### src/rtl/mcp_pkg.sv
package mcp_pkg;

  typedef enum logic [2:0] {
    KEY_NONE,
    KEY_SELECT,
    KEY_BANKDATA,
    KEY_MIRROR,
    KEY_OUTER,
    KEY_OTHER
  } key_e;

  localparam int unsigned FIXED_LO   = 14;
  localparam int unsigned FIXED_HI   = 15;
  localparam int unsigned OUTER_STEP = 4;   // shift: 16 pages per block
  localparam logic [2:0]  OUTER_TOP  = 3'd7;
  localparam logic [2:0]  OUTER_CLMP = 3'd6;
  localparam logic [2:0]  SEL_BANK_A = 3'd6;
  localparam logic [2:0]  SEL_BANK_B = 3'd7;

  // key bits: {a15, a14, a13, a0}
  function automatic key_e decode_key(input logic [3:0] k);
    if (!k[3]) return KEY_NONE;
    case (k[2:0])
      3'b000:  return KEY_SELECT;
      3'b001:  return KEY_BANKDATA;
      3'b010:  return KEY_MIRROR;
      3'b011:  return KEY_OUTER;
      default: return KEY_OTHER;
    endcase
  endfunction

endpackage

### src/rtl/mcp_regs.sv
module mcp_regs
  import mcp_pkg::*;
(
  input  logic       clk,
  input  logic       rst_n,
  input  logic       wr_en,
  input  logic [3:0] wr_key,
  input  logic [7:0] wr_data,
  input  logic       four_screen,
  output logic       swap_q,
  output logic [7:0] bank_a_q,
  output logic [7:0] bank_b_q,
  output logic [2:0] outer_q,
  output logic       mirror_q
);

  logic [2:0] sel_q;
  key_e       key;

  assign key = decode_key(wr_key);

  always_ff @(posedge clk) begin
    if (!rst_n) begin
      sel_q    <= '0;
      swap_q   <= 1'b0;
      bank_a_q <= 8'd0;
      bank_b_q <= 8'd1;
      outer_q  <= '0;
      mirror_q <= 1'b0;
    end else if (wr_en) begin
      case (key)
        KEY_SELECT: begin
          sel_q  <= wr_data[2:0];
          swap_q <= wr_data[6];
        end
        KEY_BANKDATA: begin
          if (sel_q == SEL_BANK_A) bank_a_q <= wr_data;
          if (sel_q == SEL_BANK_B) bank_b_q <= wr_data;
        end
        KEY_MIRROR: begin
          if (!four_screen) mirror_q <= ~wr_data[0];
        end
        KEY_OUTER: begin
          outer_q <= (wr_data[2:0] == OUTER_TOP) ? OUTER_CLMP : wr_data[2:0];
        end
        default: ;
      endcase
    end
  end

endmodule

### src/rtl/mcp_slot_map.sv
module mcp_slot_map
  import mcp_pkg::*;
#(
  parameter int unsigned PAGE_W = 6
) (
  input  logic                   swap,
  input  logic [7:0]             bank_a,
  input  logic [7:0]             bank_b,
  input  logic [2:0]             outer,
  output logic [3:0][PAGE_W-1:0] pages
);

  localparam int unsigned SUM_W = (PAGE_W > 9) ? PAGE_W : 9;

  logic [SUM_W-1:0] base;
  assign base = SUM_W'({outer, {OUTER_STEP{1'b0}}});

  for (genvar s = 0; s < 4; s++) begin : g_slot
    logic [7:0]       inner;
    logic [SUM_W-1:0] sum;
    always_comb begin
      case (s)
        0:       inner = swap ? 8'(FIXED_LO) : bank_a;
        1:       inner = bank_b;
        2:       inner = swap ? bank_a : 8'(FIXED_LO);
        default: inner = 8'(FIXED_HI);
      endcase
      sum = base + SUM_W'(inner);
    end
    assign pages[s] = sum[PAGE_W-1:0];
  end

endmodule

### src/rtl/mcp_addr_xlate.sv
module mcp_addr_xlate #(
  parameter int unsigned PAGE_W = 6
) (
  input  logic [3:0][PAGE_W-1:0] pages,
  input  logic [14:0]            cpu_off,
  output logic [PAGE_W+12:0]     rom_addr
);

  assign rom_addr = {pages[cpu_off[14:13]], cpu_off[12:0]};

endmodule

### src/rtl/mcp_prg_decoder.sv
module mcp_prg_decoder #(
  parameter int unsigned ROM_PAGES = 64,
  localparam int unsigned PAGE_W   = $clog2(ROM_PAGES)
) (
  input  logic                   clk,
  input  logic                   rst_n,
  input  logic                   wr_en,
  input  logic [15:0]            wr_addr,
  input  logic [7:0]             wr_data,
  input  logic                   four_screen,
  input  logic [15:0]            cpu_addr,
  output logic [3:0][PAGE_W-1:0] slot_page,
  output logic [PAGE_W+12:0]     rom_addr,
  output logic                   mirror_mode
);

  logic       swap_q;
  logic [7:0] bank_a_q;
  logic [7:0] bank_b_q;
  logic [2:0] outer_q;
  logic       unused_addr_bits;

  assign unused_addr_bits = ^{wr_addr[12:1], cpu_addr[15]};

  mcp_regs u_regs (
    .clk        (clk),
    .rst_n      (rst_n),
    .wr_en      (wr_en),
    .wr_key     ({wr_addr[15:13], wr_addr[0]}),
    .wr_data    (wr_data),
    .four_screen(four_screen),
    .swap_q     (swap_q),
    .bank_a_q   (bank_a_q),
    .bank_b_q   (bank_b_q),
    .outer_q    (outer_q),
    .mirror_q   (mirror_mode)
  );

  mcp_slot_map #(.PAGE_W(PAGE_W)) u_map (
    .swap  (swap_q),
    .bank_a(bank_a_q),
    .bank_b(bank_b_q),
    .outer (outer_q),
    .pages (slot_page)
  );

  mcp_addr_xlate #(.PAGE_W(PAGE_W)) u_xlate (
    .pages   (slot_page),
    .cpu_off (cpu_addr[14:0]),
    .rom_addr(rom_addr)
  );

endmodule

### config.mk
export PLATFORM = sky130hd
export DESIGN_NAME = mcp_prg_decoder
export DESIGN_NICKNAME = d
export VERILOG_FILES = /design/src/rtl/mcp_pkg.sv /design/src/rtl/mcp_regs.sv /design/src/rtl/mcp_slot_map.sv /design/src/rtl/mcp_addr_xlate.sv /design/src/rtl/mcp_prg_decoder.sv
export SDC_FILE = /design/constraint.sdc
export NUM_CORES = 1
export LEC_CHECK = 0
export BUFFER_PORTS_ARGS = -buffer_cell sky130_fd_sc_hd__clkbuf_2
export CAP_MARGIN = 5
export CORE_ASPECT_RATIO = 0.6
export CORE_MARGIN = 2
export CORE_UTILIZATION = 40
export DETAILED_ROUTE_END_ITERATION = 8
export PLACE_DENSITY = 0.79
export SLEW_MARGIN = 10
export SYNTH_ARGS = -nofsm -noshare
export SYNTH_HDL_FRONTEND = slang
export SYNTH_SLANG_ARGS = --single-unit
### constraint.sdc
create_clock -name clk -period 2 [get_ports clk]
set_input_delay 0.2 -clock clk [delete_from_list [all_inputs] [get_ports clk]]
set_output_delay 0.2 -clock clk [all_outputs]
set_load 0.02 [all_outputs]
; ---- After elaboration in Yosys (flattened, before gate mapping)
; Index checks and enable logic that the tools add are counted.
[totals]
regBits = 19
inputBits = 44
out_inout_bits = 44
elab_cells = 36
[op_classes]
add_sub_neg = 4
magnitude_cmp = 1
n_eq_ne = 10
muxes = 7
n_bitwise = 2
n_reduce_logical = 6
[ops]
columns = operator, count
row1 = $add 6x6->6, 3
row2 = $mux 6, 3
row3 = $bmux 6 s2, 1
row4 = $eq 3x2->1 const B, 4
row5 = $eq 3x3->1 const B, 4
row6 = $pmux 3 s4, 1
row7 = $reduce_and 3->1, 3
row8 = $add 6x4->6 const B, 1
row9 = $eq 3x1->1 const B, 2
row10 = $reduce_and 2->1, 2
row11 = $logic_not 3->1, 1
row12 = $lt 2x3->1 const B, 1
row13 = $mux 3, 1
row14 = $mux 2, 1
row15 = $not 1->1, 2

; ---- Logic depth before layout (Yosys ltp)
[depth]
word_depth = 5
depth_mapped = 7
ltp_nobuf = 6

; ---- Hierarchy
; A second synthesis with hierarchy kept.
[unflattened]
cells_unflattened = 152
area_unflattened_um2 = 1456.4
[modules_own_cells]
columns = module, n_inst, cells_each, area_per_inst_um2, seq_area_each_um2
row1 = mcp_regs, 1, 99, 965.9, 480.5
row2 = mcp_slot_map, 1, 33, 246.5, 0.0
row3 = mcp_addr_xlate, 1, 20, 244.0, 0.0

; ---- Worst setup path before layout
; No wires, ideal clock.
[synth_timing]
path_type = register to output
startpoint = register u_regs.swap_q
endpoint = output port rom_addr[18]
t_arrival_ns = 1.962
required_ns = 1.800
slack_ns = -0.162
stages_incl_launch_ff = 8
n_path_buf = 1
path_cell_list = dfxtp_1 > clkbuf_1 > nor2b_1 > ha_1 > xnor2_1 > xnor2_1 > mux2i_1 > mux2i_1
[synth_rtl]
columns = item, line
row1 = "start, declared", mcp_regs.sv:10  ; output logic swap_q,
row2 = "start signal, assigned", mcp_regs.sv:34  ; swap_q <= wr_data[6];
row3 = "end, declared", mcp_prg_decoder.sv:13  ; output logic [PAGE_W+12:0] rom_addr,

; ---- Worst setup path in the final report
[layout_timing]
startpoint = register u_regs.swap_q
endpoint = output port rom_addr[18]
[layout_between]
elab_chain_cells = 4
elab_cells_between_ends = 6
cone_classes = 2 x add/sub / 4 x mux
[layout_lines]
columns = item, line
row1 = "$mux 6, on equally long branches", "mcp_slot_map.sv:23, mcp_slot_map.sv:25"
row2 = $add 6x6->6, mcp_slot_map.sv:28  ; sum = base + SUM_W'(inner);
row3 = $bmux 6 s2 *, mcp_addr_xlate.sv:9  ; assign rom_addr = {pages[cpu_off[14:13]], cpu_off[12:0]};
row4 = $mux 6 (not written as such) *, mcp_addr_xlate.sv:9
; Every way passes the cells marked *; elsewhere a longest branch is shown, timed or not. The select of a mux whose other input is x is not followed.

==> impl_metrics.prom <==
# TYPE chip_impl_metric gauge
chip_impl_metric{name="floorplan.io_pins",unit=""} 88
chip_impl_info{name="cts_tree",value="built"} 1
chip_impl_metric{name="clock.fmax",unit="GHz"} 0.532
chip_impl_metric{name="core.rowCount",unit=""} 15
chip_impl_metric{name="dr.pass1.iters",unit=""} 4
chip_impl_metric{name="clk_pin_slew",unit="ps"} 60
chip_impl_metric{name="post_synth_num_cell_types",unit=""} 30
chip_impl_metric{name="areaGrowthSynthToFinish",unit="%"} 14.4
chip_impl_metric{name="height_of_the_die",unit="µm"} 47.0
chip_impl_info{name="outcome",value="finished, final reports clean"} 1
chip_impl_metric{name="die_w",unit="µm"} 75.7
chip_impl_info{name="mostFrequentLayoutCell",value="clkbuf_2"} 1
chip_impl_metric{name="remaining_drc_errors",unit=""} 0
chip_impl_metric{name="coreArea",unit="µm²"} 2910
chip_impl_metric{name="max_cap_viols",unit=""} 0
chip_impl_metric{name="syn_avg_cell_area",unit="µm²"} 8.34
chip_impl_metric{name="ys_seq_area_share",unit="%"} 30.8
chip_impl_metric{name="worst-endpoint-arrival",unit="ps"} 1680
chip_impl_metric{name="dp_worst_setup_slack",unit="ps"} 324
chip_impl_metric{name="maximum_vdd_ir_drop",unit="mV"} 0.320
chip_impl_metric{name="grtUsageTotal",unit="%"} 14.6
chip_impl_metric{name="period_minus_slack",unit="ps"} 1880
chip_impl_metric{name="grt_antenna_before_repair",unit=""} 0
chip_impl_metric{name="total_die_area",unit="µm²"} 3560
chip_impl_metric{name="cp_data_required_time",unit="ps"} 1800
chip_impl_info{name="unrepaired_setup_endpoints_after_global_routing",value="no"} 1
chip_impl_metric{name="worst_clock_skew",unit="ps"} 4.42
chip_impl_metric{name="worst_slew_pin_tran",unit="ps"} 664
chip_impl_metric{name="routabilityCongestion",unit=""} 0.739
chip_impl_info{name="worstSetupEndpointType",value="output port"} 1
chip_impl_metric{name="nNetsFinal",unit=""} 219
chip_impl_metric{name="relSlewSlack",unit="%"} 55.4
chip_impl_info{name="cts-root-buf",value="clkbuf_8"} 1
chip_impl_metric{name="cts.repair_timing.setup_buffer_count",unit=""} 0
chip_impl_metric{name="setup_total_negative_slack",unit="ps"} 0
chip_impl_info{name="timing_worst_setup_path_type",value="reg -> out"} 1
chip_impl_metric{name="power.density_cell_area",unit="nW/µm²"} 526
chip_impl_metric{name="synth-seq-cells",unit=""} 19
chip_impl_metric{name="initial_core_util",unit="%"} 42.5
chip_impl_metric{name="cts_htree_levels",unit=""} 1
chip_impl_metric{name="setup_viol_count_final",unit=""} 0
chip_impl_info{name="startpoint_type_of_the_worst_setup_path",value="flip-flop"} 1
chip_impl_metric{name="avgViaCountPerCell",unit=""} 4.85
chip_impl_metric{name="cts-buffers-inserted",unit=""} 3
chip_impl_metric{name="num_antenna_cells",unit=""} 0
chip_impl_metric{name="post-dp-hpwl",unit="µm"} 2000
chip_impl_metric{name="number_of_global_route_vias_before_repair",unit=""} 799
chip_impl_metric{name="drt_wl_total",unit="µm"} 2530
chip_impl_metric{name="ctsResizeCount",unit=""} 0
chip_impl_metric{name="finalCritPeriodShare",unit="%"} 94.0
chip_impl_metric{name="worst_skew_pair.late_latency",unit="ps"} 260
chip_impl_info{name="layout.cells.most_common_list",value="42 x clkbuf_2, 18 x dfxtp_1, 16 x nand2_1"} 1
chip_impl_info{name="timing.hold.worst.class",value="in -> reg"} 1
chip_impl_metric{name="drt_iter0_markers",unit=""} 46
chip_impl_metric{name="syn-cell-area",unit="µm²"} 1230
chip_impl_metric{name="synthCells",unit=""} 148
chip_impl_metric{name="timing_hold_violations_final",unit=""} 0
chip_impl_metric{name="grt_overflow_total",unit=""} 0
chip_impl_metric{name="power.leakage",unit="µW"} 0.000628
chip_impl_metric{name="drt-wirelength-per-cell",unit="µm"} 11.9
chip_impl_metric{name="worst_case_setup_margin_in_the_final_layout",unit="ps"} 120
chip_impl_metric{name="grt_pass1_wl",unit="µm"} 3680
chip_impl_metric{name="antenna_left",unit=""} 0
chip_impl_metric{name="highest_net_fanout_along_the_worst_path",unit=""} 3
chip_impl_metric{name="final_layout_size_suffix_gt1_share",unit="%"} 35.1
chip_impl_metric{name="slew_viol_final",unit=""} 0
chip_impl_metric{name="io_buffers",unit=""} 43
chip_impl_metric{name="vias",unit=""} 1033
chip_impl_metric{name="cts_hold_buf",unit=""} 0
chip_impl_metric{name="clk_path_buf_depth",unit=""} 2
chip_impl_metric{name="synth.yosys.warnings",unit=""} 0
chip_impl_metric{name="largest_net_degree_at_the_start_of_global_routing",unit=""} 31
chip_impl_metric{name="tritoncts_num_sinks",unit=""} 19
per-stage QoR:
| step | instance area [µm²] | hold slack, ps | utilization, % | std cells | total power [µW] |
|---|---|---|---|---|---|
| after floorplan | 1270 | 328 | - | 151 | 491 |
| after global placement | 1360 | 400 | 46.6 | 209 | 485 |
| after detailed placement | 1360 | 400 | 46.6 | 209 | 486 |
| after CTS | 1400 | 185 | 48.2 | 213 | 752 |
| after global routing | 1410 | 193 | 48.6 | 213 | 776 |
| final | 1410 | 190 | 48.6 | 213 | 743 |
Yosys cell counts:
cell,instances,area (µm²)
inv_1,3,11.3
conb_1,1,3.75
nor2b_1,8,50.1
and2_1,4,25.0
o21ai_0,13,65.1
or2_2,3,18.8
o22a_1,3,26.3
a21boi_2,1,11.3
clkbuf_1,5,18.8
nand2_1,16,60.1
buf_2,3,15.0
or3_1,1,6.26
nor4_1,1,6.26
nand2b_1,4,25.0
buf_4,21,158
nor2_1,2,7.51
nand3_1,12,60.1
o21bai_1,1,7.51
nand3b_1,1,7.51
mux2i_1,9,90.1
ha_1,3,37.5
a211o_1,1,8.76
xor2_1,1,8.76
mux4_2,1,22.5
nand4b_1,1,8.76
nor4_4,1,21.3
nor3_1,2,10.0
dfxtp_1,19,380
xnor2_1,6,52.6
or3b_4,1,11.3
report_power, final:
group	total, µW	switching [µW]	internal (µW)
Combinational	96.5	60.2	36.2
Sequential	382	1.78	380
Clock	265	123	142
layout make-up:
type                            instances  area, µm²
Fill cell                             291       1500
Multi-Input combinational cell        100        689
Sequential cell                        19        382
Timing Repair Buffer                   45        233
Tap cell                               42       52.6
Clock buffer                            4       45.0
Inverter                                3       11.3
layer usage:
layer	vias to the layer above	global-route usage [%]	wire length [µm]
met1	462	20.9	1300
met3	4	6.01	219
met4	0	6.32	39
met5	-	0	0
li1	518	-	-
met2	49	19.1	974
logic make-up (layout without fill, tap and decap cells):
group / after synthesis / after routing / share of synthesized area, %
fa+ha+maj: 3 / 3 / 3.04
flops: 19 / 19 / 30.8
mux: 10 / 10 / 9.12
simple gates: 57 / 57 / 25.7
compound gates: 19 / 19 / 9.63
buf+inv: 32 / 52 / 16.4
xor+xnor: 7 / 7 / 4.96
other cells: 1 / 4 / 0.304
final timing paths:
kind	startpoint	endpoint	slack, ps	cells past startpoint
max	u_regs.swap_q	rom_addr[18]	120	7
min	wr_data[4]	u_regs.bank_b_q[4]	190	3
max reg2reg	u_regs.sel_q[2]	u_regs.bank_b_q[4]	530	5
min reg2reg	u_regs.bank_b_q[5]	u_regs.bank_b_q[5]	480	2
critical path: stages, from the launching register on:
cell and delay, ps:
dfxtp_1 320, and2_1 160, ha_1 200, xor2_2 160, xnor2_2 180, mux2i_1 100
mux2i_2 140, buf_4 160
flip-flops by register name, indices dropped and copies added (netlist names):
register	count
u_regs.bank_b_q	6
u_regs.mirror_q	1
u_regs.swap_q	1
u_regs.sel_q	3
u_regs.outer_q	2
u_regs.bank_a_q	6
No activity file was read; power rests on OpenSTA's default activity.
